## config.mk

```make
export PLATFORM = sky130hd
export DESIGN_NAME = clkstop_top
export DESIGN_NICKNAME = d
export VERILOG_FILES = /design/src/rtl/clkstop_pkg.sv /design/src/rtl/clkstop_sync.sv /design/src/rtl/clkstop_ctrl.sv /design/src/rtl/clkstop_gate.sv /design/src/rtl/clkstop_dpath.sv /design/src/rtl/clkstop_top.sv
export SDC_FILE = /design/constraint.sdc
export NUM_CORES = 1
export LEC_CHECK = 0
export ABC_AREA = 1
export CAP_MARGIN = 20
export CORE_ASPECT_RATIO = 1.2
export CORE_UTILIZATION = 44
export DETAILED_ROUTE_END_ITERATION = 10
export PLACE_DENSITY_LB_ADDON = 0.08
export SLEW_MARGIN = 20
export SYNTH_ARGS = -nofsm -noshare
export SYNTH_HDL_FRONTEND = slang
export SYNTH_HIERARCHICAL = 1
export SYNTH_SLANG_ARGS = --single-unit
```

## constraint.sdc

```tcl
create_clock -name clk -period 3.2 [get_ports clk]
set_clock_uncertainty 0.15 [all_clocks]
set_input_delay 0.64 -clock clk [delete_from_list [all_inputs] [get_ports clk]]
set_output_delay 0.64 -clock clk [all_outputs]
set_load 0.03 [all_outputs]
```

## src/rtl/clkstop_pkg.sv

```systemverilog
package clkstop_pkg;
  localparam int NUM_CPU    = 2;
  localparam int NUM_PCI    = 4;
  localparam int NUM_SRC    = 5;
  localparam int NUM_REQ    = 4;
  localparam int NUM_SHARED = 2;   // request inputs that share a PCI output pin

  // Run strobes from control to datapath: 1 = output should run
  typedef struct packed {
    logic [NUM_CPU-1:0] cpuRun;
    logic [NUM_PCI-1:0] pciRun;
    logic               pcifRun;
    logic [NUM_SRC-1:0] srcRun;
  } runStrobe_t;

  // SRC pair stopped by request input idx for a given select value
  function automatic int reqTarget(input int idx, input logic sel);
    return sel ? (2 + 2 * (idx % 2)) : (idx % 2);
  endfunction
endpackage

```

## src/rtl/clkstop_sync.sv

```systemverilog
module clkstop_sync #(
  parameter int               WIDTH   = 1,
  parameter int               STAGES  = 2,
  parameter logic [WIDTH-1:0] RST_VAL = '1
) (
  input  logic             clk,
  input  logic             rstN,
  input  logic [WIDTH-1:0] d,
  output logic [WIDTH-1:0] q
);
  logic [WIDTH-1:0] pipe [STAGES];

  always_ff @(posedge clk or negedge rstN) begin
    if (!rstN) begin
      for (int i = 0; i < STAGES; i++) pipe[i] <= RST_VAL;
    end else begin
      pipe[0] <= d;
      for (int i = 1; i < STAGES; i++) pipe[i] <= pipe[i-1];
    end
  end

  assign q = pipe[STAGES-1];
endmodule

```

## src/rtl/clkstop_ctrl.sv

```systemverilog
module clkstop_ctrl
  import clkstop_pkg::*;
#(
  parameter int SYNC_STAGES = 2
) (
  input  logic                  clk,
  input  logic                  rstN,
  input  logic                  cpuStopN,
  input  logic                  pciStopN,
  input  logic                  swRun,
  input  logic [NUM_CPU-1:0]    cpuStopEn,
  input  logic                  pcifStopEn,
  input  logic                  srcStopEn,
  input  logic [NUM_SHARED-1:0] pciShareOff,
  input  logic [NUM_REQ-1:0]    reqN,
  input  logic [NUM_REQ-1:0]    reqEn,
  input  logic [NUM_REQ-1:0]    reqSel,
  output runStrobe_t            strobe
);
  localparam int SYNC_W = NUM_REQ + 2;

  logic [SYNC_W-1:0]  rawN;
  logic [SYNC_W-1:0]  syncN;
  logic               cpuHalt;
  logic               pciHalt;
  logic [NUM_REQ-1:0] reqAct;
  logic [NUM_REQ-1:0] reqLive;
  logic [NUM_SRC-1:0] srcHit;

  assign rawN = {reqN, pciStopN, cpuStopN};

  clkstop_sync #(
    .WIDTH  (SYNC_W),
    .STAGES (SYNC_STAGES),
    .RST_VAL({SYNC_W{1'b1}})
  ) syncI (
    .clk (clk),
    .rstN(rstN),
    .d   (rawN),
    .q   (syncN)
  );

  assign cpuHalt = ~syncN[0];
  assign pciHalt = ~syncN[1] | ~swRun;
  assign reqAct  = ~syncN[SYNC_W-1:2];

  always_comb begin
    for (int i = 0; i < NUM_REQ; i++) begin
      reqLive[i] = reqEn[i] & reqAct[i];
      if (i < NUM_SHARED) reqLive[i] = reqLive[i] & pciShareOff[i];
    end
    for (int j = 0; j < NUM_SRC; j++) begin
      srcHit[j] = 1'b0;
      for (int i = 0; i < NUM_REQ; i++) begin
        if (reqLive[i] && (reqTarget(i, reqSel[i]) == j)) srcHit[j] = 1'b1;
      end
    end
  end

  always_comb begin
    strobe.cpuRun  = ~(cpuStopEn & {NUM_CPU{cpuHalt}});
    strobe.pciRun  = {NUM_PCI{~pciHalt}};
    strobe.pcifRun = ~(pcifStopEn & pciHalt);
    strobe.srcRun  = ~({NUM_SRC{srcStopEn & pciHalt}} | srcHit);
  end
endmodule

```

## src/rtl/clkstop_gate.sv

```systemverilog
module clkstop_gate #(
  parameter logic PARK = 1'b0
) (
  input  logic clk,
  input  logic rstN,
  input  logic srcClk,
  input  logic want,
  output logic run
);
  // The run state may only move while the source sits at the park level
  always_ff @(posedge clk or negedge rstN) begin
    if (!rstN)               run <= 1'b1;
    else if (srcClk == PARK) run <= want;
  end
endmodule

```

## src/rtl/clkstop_dpath.sv

```systemverilog
module clkstop_dpath
  import clkstop_pkg::*;
(
  input  logic               clk,
  input  logic               rstN,
  input  logic               cpuClkIn,
  input  logic               pciClkIn,
  input  logic               srcClkIn,
  input  runStrobe_t         strobe,
  input  logic [NUM_CPU-1:0] cpuOutEn,
  input  logic [NUM_PCI-1:0] pciOutEn,
  input  logic               pcifOutEn,
  input  logic [NUM_SRC-1:0] srcOutEn,
  output logic [NUM_CPU-1:0] cpuT,
  output logic [NUM_CPU-1:0] cpuC,
  output logic [NUM_PCI-1:0] pciOut,
  output logic               pcifOut,
  output logic [NUM_SRC-1:0] srcT,
  output logic [NUM_SRC-1:0] srcC
);
  logic [NUM_CPU-1:0] cpuRunQ;
  logic [NUM_PCI-1:0] pciRunQ;
  logic               pcifRunQ;
  logic [NUM_SRC-1:0] srcRunQ;

  for (genvar k = 0; k < NUM_CPU; k++) begin : gCpu
    clkstop_gate #(.PARK(1'b1)) gateI (
      .clk(clk), .rstN(rstN), .srcClk(cpuClkIn),
      .want(strobe.cpuRun[k]), .run(cpuRunQ[k])
    );
    assign cpuT[k] = cpuOutEn[k] & (cpuRunQ[k] ? cpuClkIn : 1'b1);
    assign cpuC[k] = cpuOutEn[k] & cpuRunQ[k] & ~cpuClkIn;
  end

  for (genvar k = 0; k < NUM_PCI; k++) begin : gPci
    clkstop_gate #(.PARK(1'b0)) gateI (
      .clk(clk), .rstN(rstN), .srcClk(pciClkIn),
      .want(strobe.pciRun[k]), .run(pciRunQ[k])
    );
    assign pciOut[k] = pciOutEn[k] & pciRunQ[k] & pciClkIn;
  end

  clkstop_gate #(.PARK(1'b0)) pcifGateI (
    .clk(clk), .rstN(rstN), .srcClk(pciClkIn),
    .want(strobe.pcifRun), .run(pcifRunQ)
  );
  assign pcifOut = pcifOutEn & pcifRunQ & pciClkIn;

  for (genvar k = 0; k < NUM_SRC; k++) begin : gSrc
    clkstop_gate #(.PARK(1'b1)) gateI (
      .clk(clk), .rstN(rstN), .srcClk(srcClkIn),
      .want(strobe.srcRun[k]), .run(srcRunQ[k])
    );
    assign srcT[k] = srcOutEn[k] & (srcRunQ[k] ? srcClkIn : 1'b1);
    assign srcC[k] = srcOutEn[k] & srcRunQ[k] & ~srcClkIn;
  end
endmodule

```

## src/rtl/clkstop_top.sv

```systemverilog
module clkstop_top
  import clkstop_pkg::*;
#(
  parameter int SYNC_STAGES = 2
) (
  input  logic               clk,
  input  logic               rstN,
  input  logic               cpuClkIn,
  input  logic               pciClkIn,
  input  logic               srcClkIn,
  input  logic               cpuStopN,
  input  logic               pciStopN,
  input  logic               swRun,
  input  logic [NUM_CPU-1:0] cpuStopEn,
  input  logic [NUM_CPU-1:0] cpuOutEn,
  input  logic [NUM_PCI-1:0] pciOutEn,
  input  logic               pcifStopEn,
  input  logic               pcifOutEn,
  input  logic               srcStopEn,
  input  logic [NUM_SRC-1:0] srcOutEn,
  input  logic [NUM_REQ-1:0] reqN,
  input  logic [NUM_REQ-1:0] reqEn,
  input  logic [NUM_REQ-1:0] reqSel,
  output logic [NUM_CPU-1:0] cpuT,
  output logic [NUM_CPU-1:0] cpuC,
  output logic [NUM_PCI-1:0] pciOut,
  output logic               pcifOut,
  output logic [NUM_SRC-1:0] srcT,
  output logic [NUM_SRC-1:0] srcC
);
  runStrobe_t strobe;

  clkstop_ctrl #(.SYNC_STAGES(SYNC_STAGES)) ctrlI (
    .clk        (clk),
    .rstN       (rstN),
    .cpuStopN   (cpuStopN),
    .pciStopN   (pciStopN),
    .swRun      (swRun),
    .cpuStopEn  (cpuStopEn),
    .pcifStopEn (pcifStopEn),
    .srcStopEn  (srcStopEn),
    .pciShareOff(~pciOutEn[NUM_SHARED-1:0]),
    .reqN       (reqN),
    .reqEn      (reqEn),
    .reqSel     (reqSel),
    .strobe     (strobe)
  );

  clkstop_dpath dpathI (
    .clk      (clk),
    .rstN     (rstN),
    .cpuClkIn (cpuClkIn),
    .pciClkIn (pciClkIn),
    .srcClkIn (srcClkIn),
    .strobe   (strobe),
    .cpuOutEn (cpuOutEn),
    .pciOutEn (pciOutEn),
    .pcifOutEn(pcifOutEn),
    .srcOutEn (srcOutEn),
    .cpuT     (cpuT),
    .cpuC     (cpuC),
    .pciOut   (pciOut),
    .pcifOut  (pcifOut),
    .srcT     (srcT),
    .srcC     (srcC)
  );
endmodule

```

**After elaboration in Yosys (flattened, before gate mapping)**

Index checks and enable logic that the tools add are counted.

- Input port bits: 36
- Word-level logic and storage cells: 135
- Output and inout port bits: 19
- Bits in registers: 21

- Reduce and logical (&&, ||, !) cells: 24
- Mux-type cells: 31
- Bitwise logic cells: 53
- Eq/ne operators: 16

Operators with widths:

| operator | number |
|---|---|
| $eq 32x3->1 const B | 8 |
| $eq 32x2->1 const B | 4 |
| $eq 32x4->1 const B | 4 |
| $logic_not 32->1 | 4 |
| $and 1x1->1 | 39 |
| $mux 1 | 27 |
| $logic_and 1x1->1 | 20 |
| $not 1->1 | 7 |
| $mux 3 | 2 |
| $not 5->5 | 1 |
| $or 5x5->5 | 1 |
| $mux 2 | 2 |
| $not 2->2 | 2 |
| $not 4->4 | 1 |
| $and 2x2->2 | 1 |
| $or 1x1->1 | 1 |

**Depth between registers and ports, before layout**

Gate-level depths: netlist of the first run.

- Word-level depth: 10
- Depth in mapped cells: 7
- Mapped depth without buffers: 6

**Cells and area by module**

Netlist of the first run, hierarchy kept.

Modules (own cells, without submodules):

| module | times used | seq. area each (um^2) | cells each | area each (um^2) |
|---|---|---|---|---|
| clkstop_gate | 12 | 26.3 | 5 | 41.3 |
| clkstop_sync | 1 | 315.3 | 18 | 360.3 |
| clkstop_dpath | 1 | 0.0 | 41 | 162.7 |
| clkstop_ctrl | 1 | 0.0 | 36 | 158.9 |
| clkstop_top | 1 | 0.0 | 2 | 7.5 |

**Least setup slack after synthesis of the first run**

OpenSTA, ideal clock, no wires.

- Path kind: input to output
- Start point: in srcClkIn
- End point: out srcT[0]
- Data required time: 2410 ps
- Buffers on the path: 0
- Stages: 2
- Arrival: 1155 ps
- Slack: 1255 ps
- Cells stage by stage: inv_2 > a21oi_1

- Longest elaborated chain between the ends: 2

RTL lines:

| item | RTL line | RTL |
|---|---|---|
| start: declaration | clkstop_top.sv:10 | `input logic srcClkIn,` |
| $mux 1 | clkstop_dpath.sv:54 | `assign srcT[k] = srcOutEn[k] & (srcRunQ[k] ? srcClkIn : 1'b1);` |
| $and 1x1->1 | clkstop_dpath.sv:54 |  |
| end: declaration | clkstop_top.sv:28 | `output logic [NUM_SRC-1:0] srcT,` |

No other way between the ends.

**Final worst setup path of the first run**

- Start point: in srcClkIn
- End point: out srcT[2]

The elaborated chain is that of the path after synthesis.

==> run summary, run 1 <==
• finished clean — result of the run
• 3 — total clock buffers created by CTS
• 0 — antenna cell count
• 0.923 — part of the cycle the worst path needs
• 0.464 — starting density of the core
• 0.245 — switching part of the total power
• 9.13 µm — Avg WL per Cell
• 2.95 ns — minimum clock period after layout
• 0.532 — Seq/Total Area, Yosys
• 4.25 — per-cell via count in the routed design
• simple AND/OR/NAND/NOR gates — dominant combinational cell family by area after synthesis
• 0 — Post-DRT Antenna Nets
• 0.339 GHz — maximum operating frequency
• 413 nW/µm² — power per unit of standard cell area
• 0.892 nW — Leakage
• 54 — number of I/O port buffers
• 301 µV — worst ir drop on vdd
• 58.8 µm — Die Y-Extent
• in -> out — Crit Path Category
• 0 — total of hold buffers inserted after clock tree synthesis
• 0.214 ns — final hold slack
• 2200 µm — total detailed-routing wirelength
• nand2_1 — cell with the most instances after synthesis
• 0.000548 W — Cell Int Power
• 0 — Resized cells post-CTS
• 0.000726 W — total power
• 7 — largest fanout on the critical path
• 1760 µm — Detail Placement HPWL
• 0.273 — share of synthesized cell area in and, or, nand and nor gates
• 4 — first-pass iteration count of the detailed router
• 0 — number of setup buffers added after CTS
• clkbuf_4 — CTS Root Buffer Type
• 0 — Pins Over Slew Limit
• 0.31 ns — clock latency on the worst-skew pair
• 0 ns — TNS Setup
• 1170 µm — WL met2
• 0 — final setup violation count
• 20 — number of placement rows
• dfstp_2 53%, nand2_1 17%, inv_1 10% — most area-consuming cells after synthesis
• 23 — DRC violation total after the first TritonRoute iteration
• 0.217 — combinational share of power
• 2910 µm² — total die area
• 0.0296 — complex-gate fraction of the synthesized area
• 157 — instance count of the mapped netlist
• false — unrepaired setup endpoints after global routing
• 1180 µm² — post-synth design cell area
• 1024 — Via Count
• 55 x nand2_1, 33 x inv_1, 24 x dfstp_2 — synth cell count leaders
• 25 — largest net degree at the start of global routing
• 2 — Max Root-Sink Buffers
• 0 — # Max-Cap Violations
• 2.16 ns — WP data arrival
• 136 µm — detailed route wirelength on metal3
• 55 — ports placed on the boundary
• 0.675 — max-slew headroom at the worst pin
• 0.294 — power share of the clock group
• reg -> reg — Tightest Hold Check Type
• 0.532 — top cell type's share of synthesized area
• dfstp_2 — Synth area leader
• 0.764 — routability congestion estimate
• primary input — crit path launch type
• 868 µm — Routed met1 length
• primary output — type of destination of the critical path
• 24 — sink count of the clock tree
• 0.13 ns — clock-pin slew reported for the worst setup and hold paths after clock tree synthesis
• 0 — total congestion overflow
• 48.5% — post-synthesis to final-layout area growth
• 0.000178 W — switching component of the power
• 49.4 µm — Chip Width
• 1 — level count of the clock H-tree
• done — clock tree from TritonCTS
• 0 — xor/xnor cell area share of the yosys netlist
• 0 — DRC viols
• 24 — FF+latch count, synth
• 0.487 ns — slew at the pin with the worst max-slew slack
• 6 — warnings from Yosys
• dfstp_2 — commonest register cell after synthesis
• 245 — final net count
• 0 — portion of netlist area occupied by mux cells
• 0 — synthesized-area fraction occupied by adder cells
• 908 — number of global-route vias before repair
• 3670 µm — first-pass GRT wire length
• 0 — hold violation total from the final report
• 9 — unique cell type count in the Yosys netlist
• 0 — initial antenna violation count
• 0.489 — sequential power share
• 7.55 µm² — syn avg cell area
• 193 — net count after synthesis
• 2.41 ns — CP required
• met4 — highest metal used
• 1.00 — asr flop ratio synth
• 0.168 — proportion of layout cells with a drive suffix above 1
• 2550 µm² — core footprint
• 0 — number of synthesized flops with an enable pin
• 0.163 — Global Route Usage Sum
==> cells in the final DEF (no fill, tap or decap) <==
cell             instances
dfstp_2                 24
nand3_1                  6
clkbuf_4                 3
inv_2                    1
clkdlybuf4s50_1         52
nand2_2                  2
buf_2                    1
nor2_1                  20
bufinv_16                1
nand2_1                 55
a21oi_1                  7
inv_1                   33
buf_4                    3
==> area by class of cell <==
type	count	area, µm²
Clock inverter	1	30.0
Inverter	34	128
Clock buffer	3	22.5
Fill cell	218	793
Multi-Input combinational cell	90	359
Sequential cell	24	631
Tap cell	33	41.3
Timing Repair Buffer	56	548
==> cell families after synthesis <==
family / after synthesis
AND/OR/NAND/NOR: 83
buffers and inverters: 43
flip-flops: 24
AO/OA/AOI/OAI: 7
==> path summary, 6_finish.rpt <==
path	endpoint	startpoint	depth (start not counted)	slack, ns
min	ctrlI/syncI/q[4]$_DFF_PN1_	ctrlI/syncI/pipe[10]$_DFF_PN1_	0	0.21
min reg2reg	ctrlI/syncI/q[4]$_DFF_PN1_	ctrlI/syncI/pipe[10]$_DFF_PN1_	0	0.21
max in group asynchronous	dpathI/gSrc[4].gateI/run$_DFFE_PN1P_	rstN	1	2.43
max reg2reg	dpathI/gSrc[2].gateI/run$_DFFE_PN1P_	ctrlI/syncI/q[1]$_DFF_PN1_	6	2.00
min in group asynchronous	ctrlI/syncI/pipe[9]$_DFF_PN1_	rstN	1	0.44
max	srcT[2]	srcClkIn	4	0.25
==> routing by layer <==
layer | GRT usage | up-vias
met1 | 0.191 | 442
met5 | 0 | -
met3 | 0.0207 | 2
met2 | 0.303 | 34
met4 | 0.0612 | 0
li1 | - | 546
==> stage by stage <==
step / utilization / std cells / setup slack [ns] / instance area [µm²]
after CTS: 0.691 / 241 / 0.243 / 1760
after global routing: 0.689 / 241 / 0.152 / 1760
after global placement: 0.671 / 237 / 0.258 / 1710
final: 0.689 / 241 / 0.246 / 1760
after floorplan: - / 157 / 1.25 / 1180
after detailed placement: 0.671 / 237 / 0.249 / 1710
==> registers in the layout, summed over array words and instances, names as in the netlist <==
signal                 count
dpathI/gCpu.gateI/run      2
ctrlI/syncI/q              6
ctrlI/syncI/pipe           6
dpathI/pcifGateI/run       1
dpathI/gSrc.gateI/run      5
dpathI/gPci.gateI/run      4
==> power by group through the flow <==
stage,Clock [W],Sequential [W],Combinational (W)
after floorplan,0,0.000356,0.0000780
after global placement,0,0.000358,0.000157
after detailed placement,0,0.000359,0.000159
after CTS,0.000221,0.000355,0.000160
after global routing,0.000230,0.000358,0.000174
final,0.000214,0.000355,0.000158
==> worst max-delay path: stages <==
cell             delay, ns
clkdlybuf4s50_1       0.59
inv_2                 0.09
a21oi_1               0.15
clkdlybuf4s50_1       0.68
(Power assumes the default switching activity.)
==> inputs of run 2 (changes only) <==
--- a/config.mk
+++ b/config.mk
@@ -7,10 +7,11 @@
 export LEC_CHECK = 0
 export ABC_AREA = 1
 export CAP_MARGIN = 20
-export CORE_ASPECT_RATIO = 1.2
+export CORE_ASPECT_RATIO = 0.75
 export CORE_UTILIZATION = 44
+export CTS_BUF_LIST = sky130_fd_sc_hd__clkbuf_16
 export DETAILED_ROUTE_END_ITERATION = 10
-export PLACE_DENSITY_LB_ADDON = 0.08
+export PLACE_DENSITY = 0.82
 export SLEW_MARGIN = 20
 export SYNTH_ARGS = -nofsm -noshare
 export SYNTH_HDL_FRONTEND = slang
==> run 2 against run 1 <==
Sequential share of layout area decreased by 1.3 points. Worst setup slack worse by 0.022 ns. Critical path depth is the same. Critical endpoint is now cpuT[1]. Largest power group unchanged. Highest routed layer unchanged.
==> run summary, run 2 (synthesis gave the netlist of run 1 again) <==
• 0 — hold violation total from the final report
• 25 — largest net degree at the start of global routing
• 2910 µm² — total die area
• 0.163 — proportion of layout cells with a drive suffix above 1
• 1088 — Via Count
• 0 — Resized cells post-CTS
• 43 — DRC violation total after the first TritonRoute iteration
• 0.781 — max-slew headroom at the worst pin
• finished clean — result of the run
• 55 x nand2_1, 54 x clkdlybuf4s50_1, 33 x inv_1 — commonest cells after routing, fill and taps aside
• 46.9 µm — Die Y-Extent
• 0 ns — TNS Setup
• reg -> reg — Tightest Hold Check Type
• 1720 µm² — post-place instance area
• 0 — Post-DRT Antenna Nets
• 2.41 ns — CP required
• 2.19 ns — WP data arrival
• 0 — initial antenna violation count
• 1 — level count of the clock H-tree
• 0.06 ns — clock-pin slew reported for the worst setup and hold paths after clock tree synthesis
• 3 — total clock buffers created by CTS
• 0.696 — routability congestion estimate
• 2.98 ns — minimum clock period after layout
• 239 — instance count after placement with tap cells included
• 0.930 — part of the cycle the worst path needs
• 0.223 — Global Route Usage Sum
• primary input — crit path launch type
• 2220 µm — Detail Placement HPWL
• 2420 µm² — core footprint
• 0 — final setup violation count
• false — unrepaired setup endpoints after global routing
• 24 — sink count of the clock tree
• in -> out — Crit Path Category
• 4 — first-pass iteration count of the detailed router
• 0.25 ns — clock latency on the worst-skew pair
• 0 — Pins Over Slew Limit
• primary output — type of destination of the critical path
• 54 — number of I/O port buffers
• 0 — # Max-Cap Violations
• 331 µV — worst ir drop on vdd
• 0 — DRC viols
• 0.336 GHz — maximum operating frequency
• 2830 µm — total detailed-routing wirelength
• 0.919 nW — Leakage
• 0 — total congestion overflow
• 4.48 — per-cell via count in the routed design
• 0.489 — starting density of the core
• 1072 — number of global-route vias before repair
• 0 — antenna cell count
• 0 — total of hold buffers inserted after clock tree synthesis
• 61.9 µm — Chip Width
• 2 — Max Root-Sink Buffers
• 0.328 ns — slew at the pin with the worst max-slew slack
• 55 — ports placed on the boundary
• 0.000869 W — total power
• 475 nW/µm² — power per unit of standard cell area
• 0.755 — utilization after layout
• 15 — number of placement rows
• 7 — largest fanout on the critical path
• 54.3% — post-synthesis to final-layout area growth
• 1830 µm² — final standard cell area without fillers
• clkbuf_16 — CTS Root Buffer Type
• nand2_1 — most common library cell in the layout ignoring fill and taps
• done — clock tree from TritonCTS
• 0 — number of setup buffers added after CTS
• 246 — final net count
• 4550 µm — first-pass GRT wire length
• 11.7 µm — Avg WL per Cell
• 243 — Finished Layout Cells
==> run 2: cell types whose count changed in the layout (fill, tap and decap cells not counted) <==
cell,change
clkbuf_16,+3
clkbuf_4,-3
clkdlybuf4s50_1,+2
buf_2,-1
==> run 2: worst paths after layout <==
| path | slack, ns | startpoint | cells after the start | to |
|---|---|---|---|---|
| max | 0.22 | cpuClkIn | 4 | cpuT[1] |
| min | 0.20 | ctrlI/syncI/pipe[7]$_DFF_PN1_ | 0 | ctrlI/syncI/q[1]$_DFF_PN1_ |
| min in group asynchronous | 0.84 | rstN | 2 | ctrlI/syncI/pipe[6]$_DFF_PN1_ |
| max reg2reg | 1.97 | ctrlI/syncI/q[1]$_DFF_PN1_ | 6 | dpathI/gSrc[0].gateI/run$_DFFE_PN1P_ |
| min reg2reg | 0.20 | ctrlI/syncI/pipe[7]$_DFF_PN1_ | 0 | ctrlI/syncI/q[1]$_DFF_PN1_ |
| max in group asynchronous | 2.04 | rstN | 2 | dpathI/gSrc[0].gateI/run$_DFFE_PN1P_ |
==> run 2: worst max-delay path, cell delays in order <==
cell and delay (ns):
clkdlybuf4s50_1 0.60, inv_1 0.11, a21oi_1 0.14, clkdlybuf4s50_1 0.69
==> run 2: report_power, final <==
group | switching, W | internal [W] | total [W]
logic | 0.0000846 | 0.0000807 | 0.000165
clock network | 0.0000989 | 0.000248 | 0.000347
registers | 0.0000133 | 0.000343 | 0.000356
total | 0.000197 | 0.000672 | 0.000869
==> run 2: layout make-up <==
cell class | instances | area [µm²]
sequential | 24 | 631
fill | 169 | 593
timing repair buffer | 57 | 563
multi-input combinational | 90 | 359
inverter | 34 | 128
clock buffer | 3 | 75.1
tap | 34 | 42.5
clock inverter | 1 | 30.0
==> run 2: metal layers <==
metal | vias up | wire length, µm | part of all wire | GRT usage
met5 | - | 0 | 0 | 0
met4 | 0 | 17 | 0.0060 | 0.0489
met3 | 2 | 87 | 0.031 | 0.0551
met2 | 26 | 1600 | 0.56 | 0.430
met1 | 515 | 1130 | 0.40 | 0.251
li1 | 545 | - | - | -
==> run 2: metrics by stage <==
step                      hold slack (ns)  setup WS (ns)
after floorplan                     0.195           1.25
after global placement              0.196          0.339
after detailed placement            0.198          0.240
after CTS                           0.206          0.238
after global routing                0.207          0.129
final                               0.204          0.225
==> inputs of run 3 (changes only) <==
--- a/config.mk
+++ b/config.mk
@@ -12,6 +12,7 @@
 export CTS_BUF_LIST = sky130_fd_sc_hd__clkbuf_16
 export DETAILED_ROUTE_END_ITERATION = 10
 export PLACE_DENSITY = 0.82
+export SKIP_CTS_REPAIR_TIMING = 1
 export SLEW_MARGIN = 20
 export SYNTH_ARGS = -nofsm -noshare
 export SYNTH_HDL_FRONTEND = slang
==> results of run 3 <==
Final layout, timing and power as in run 2 (identical DEF).
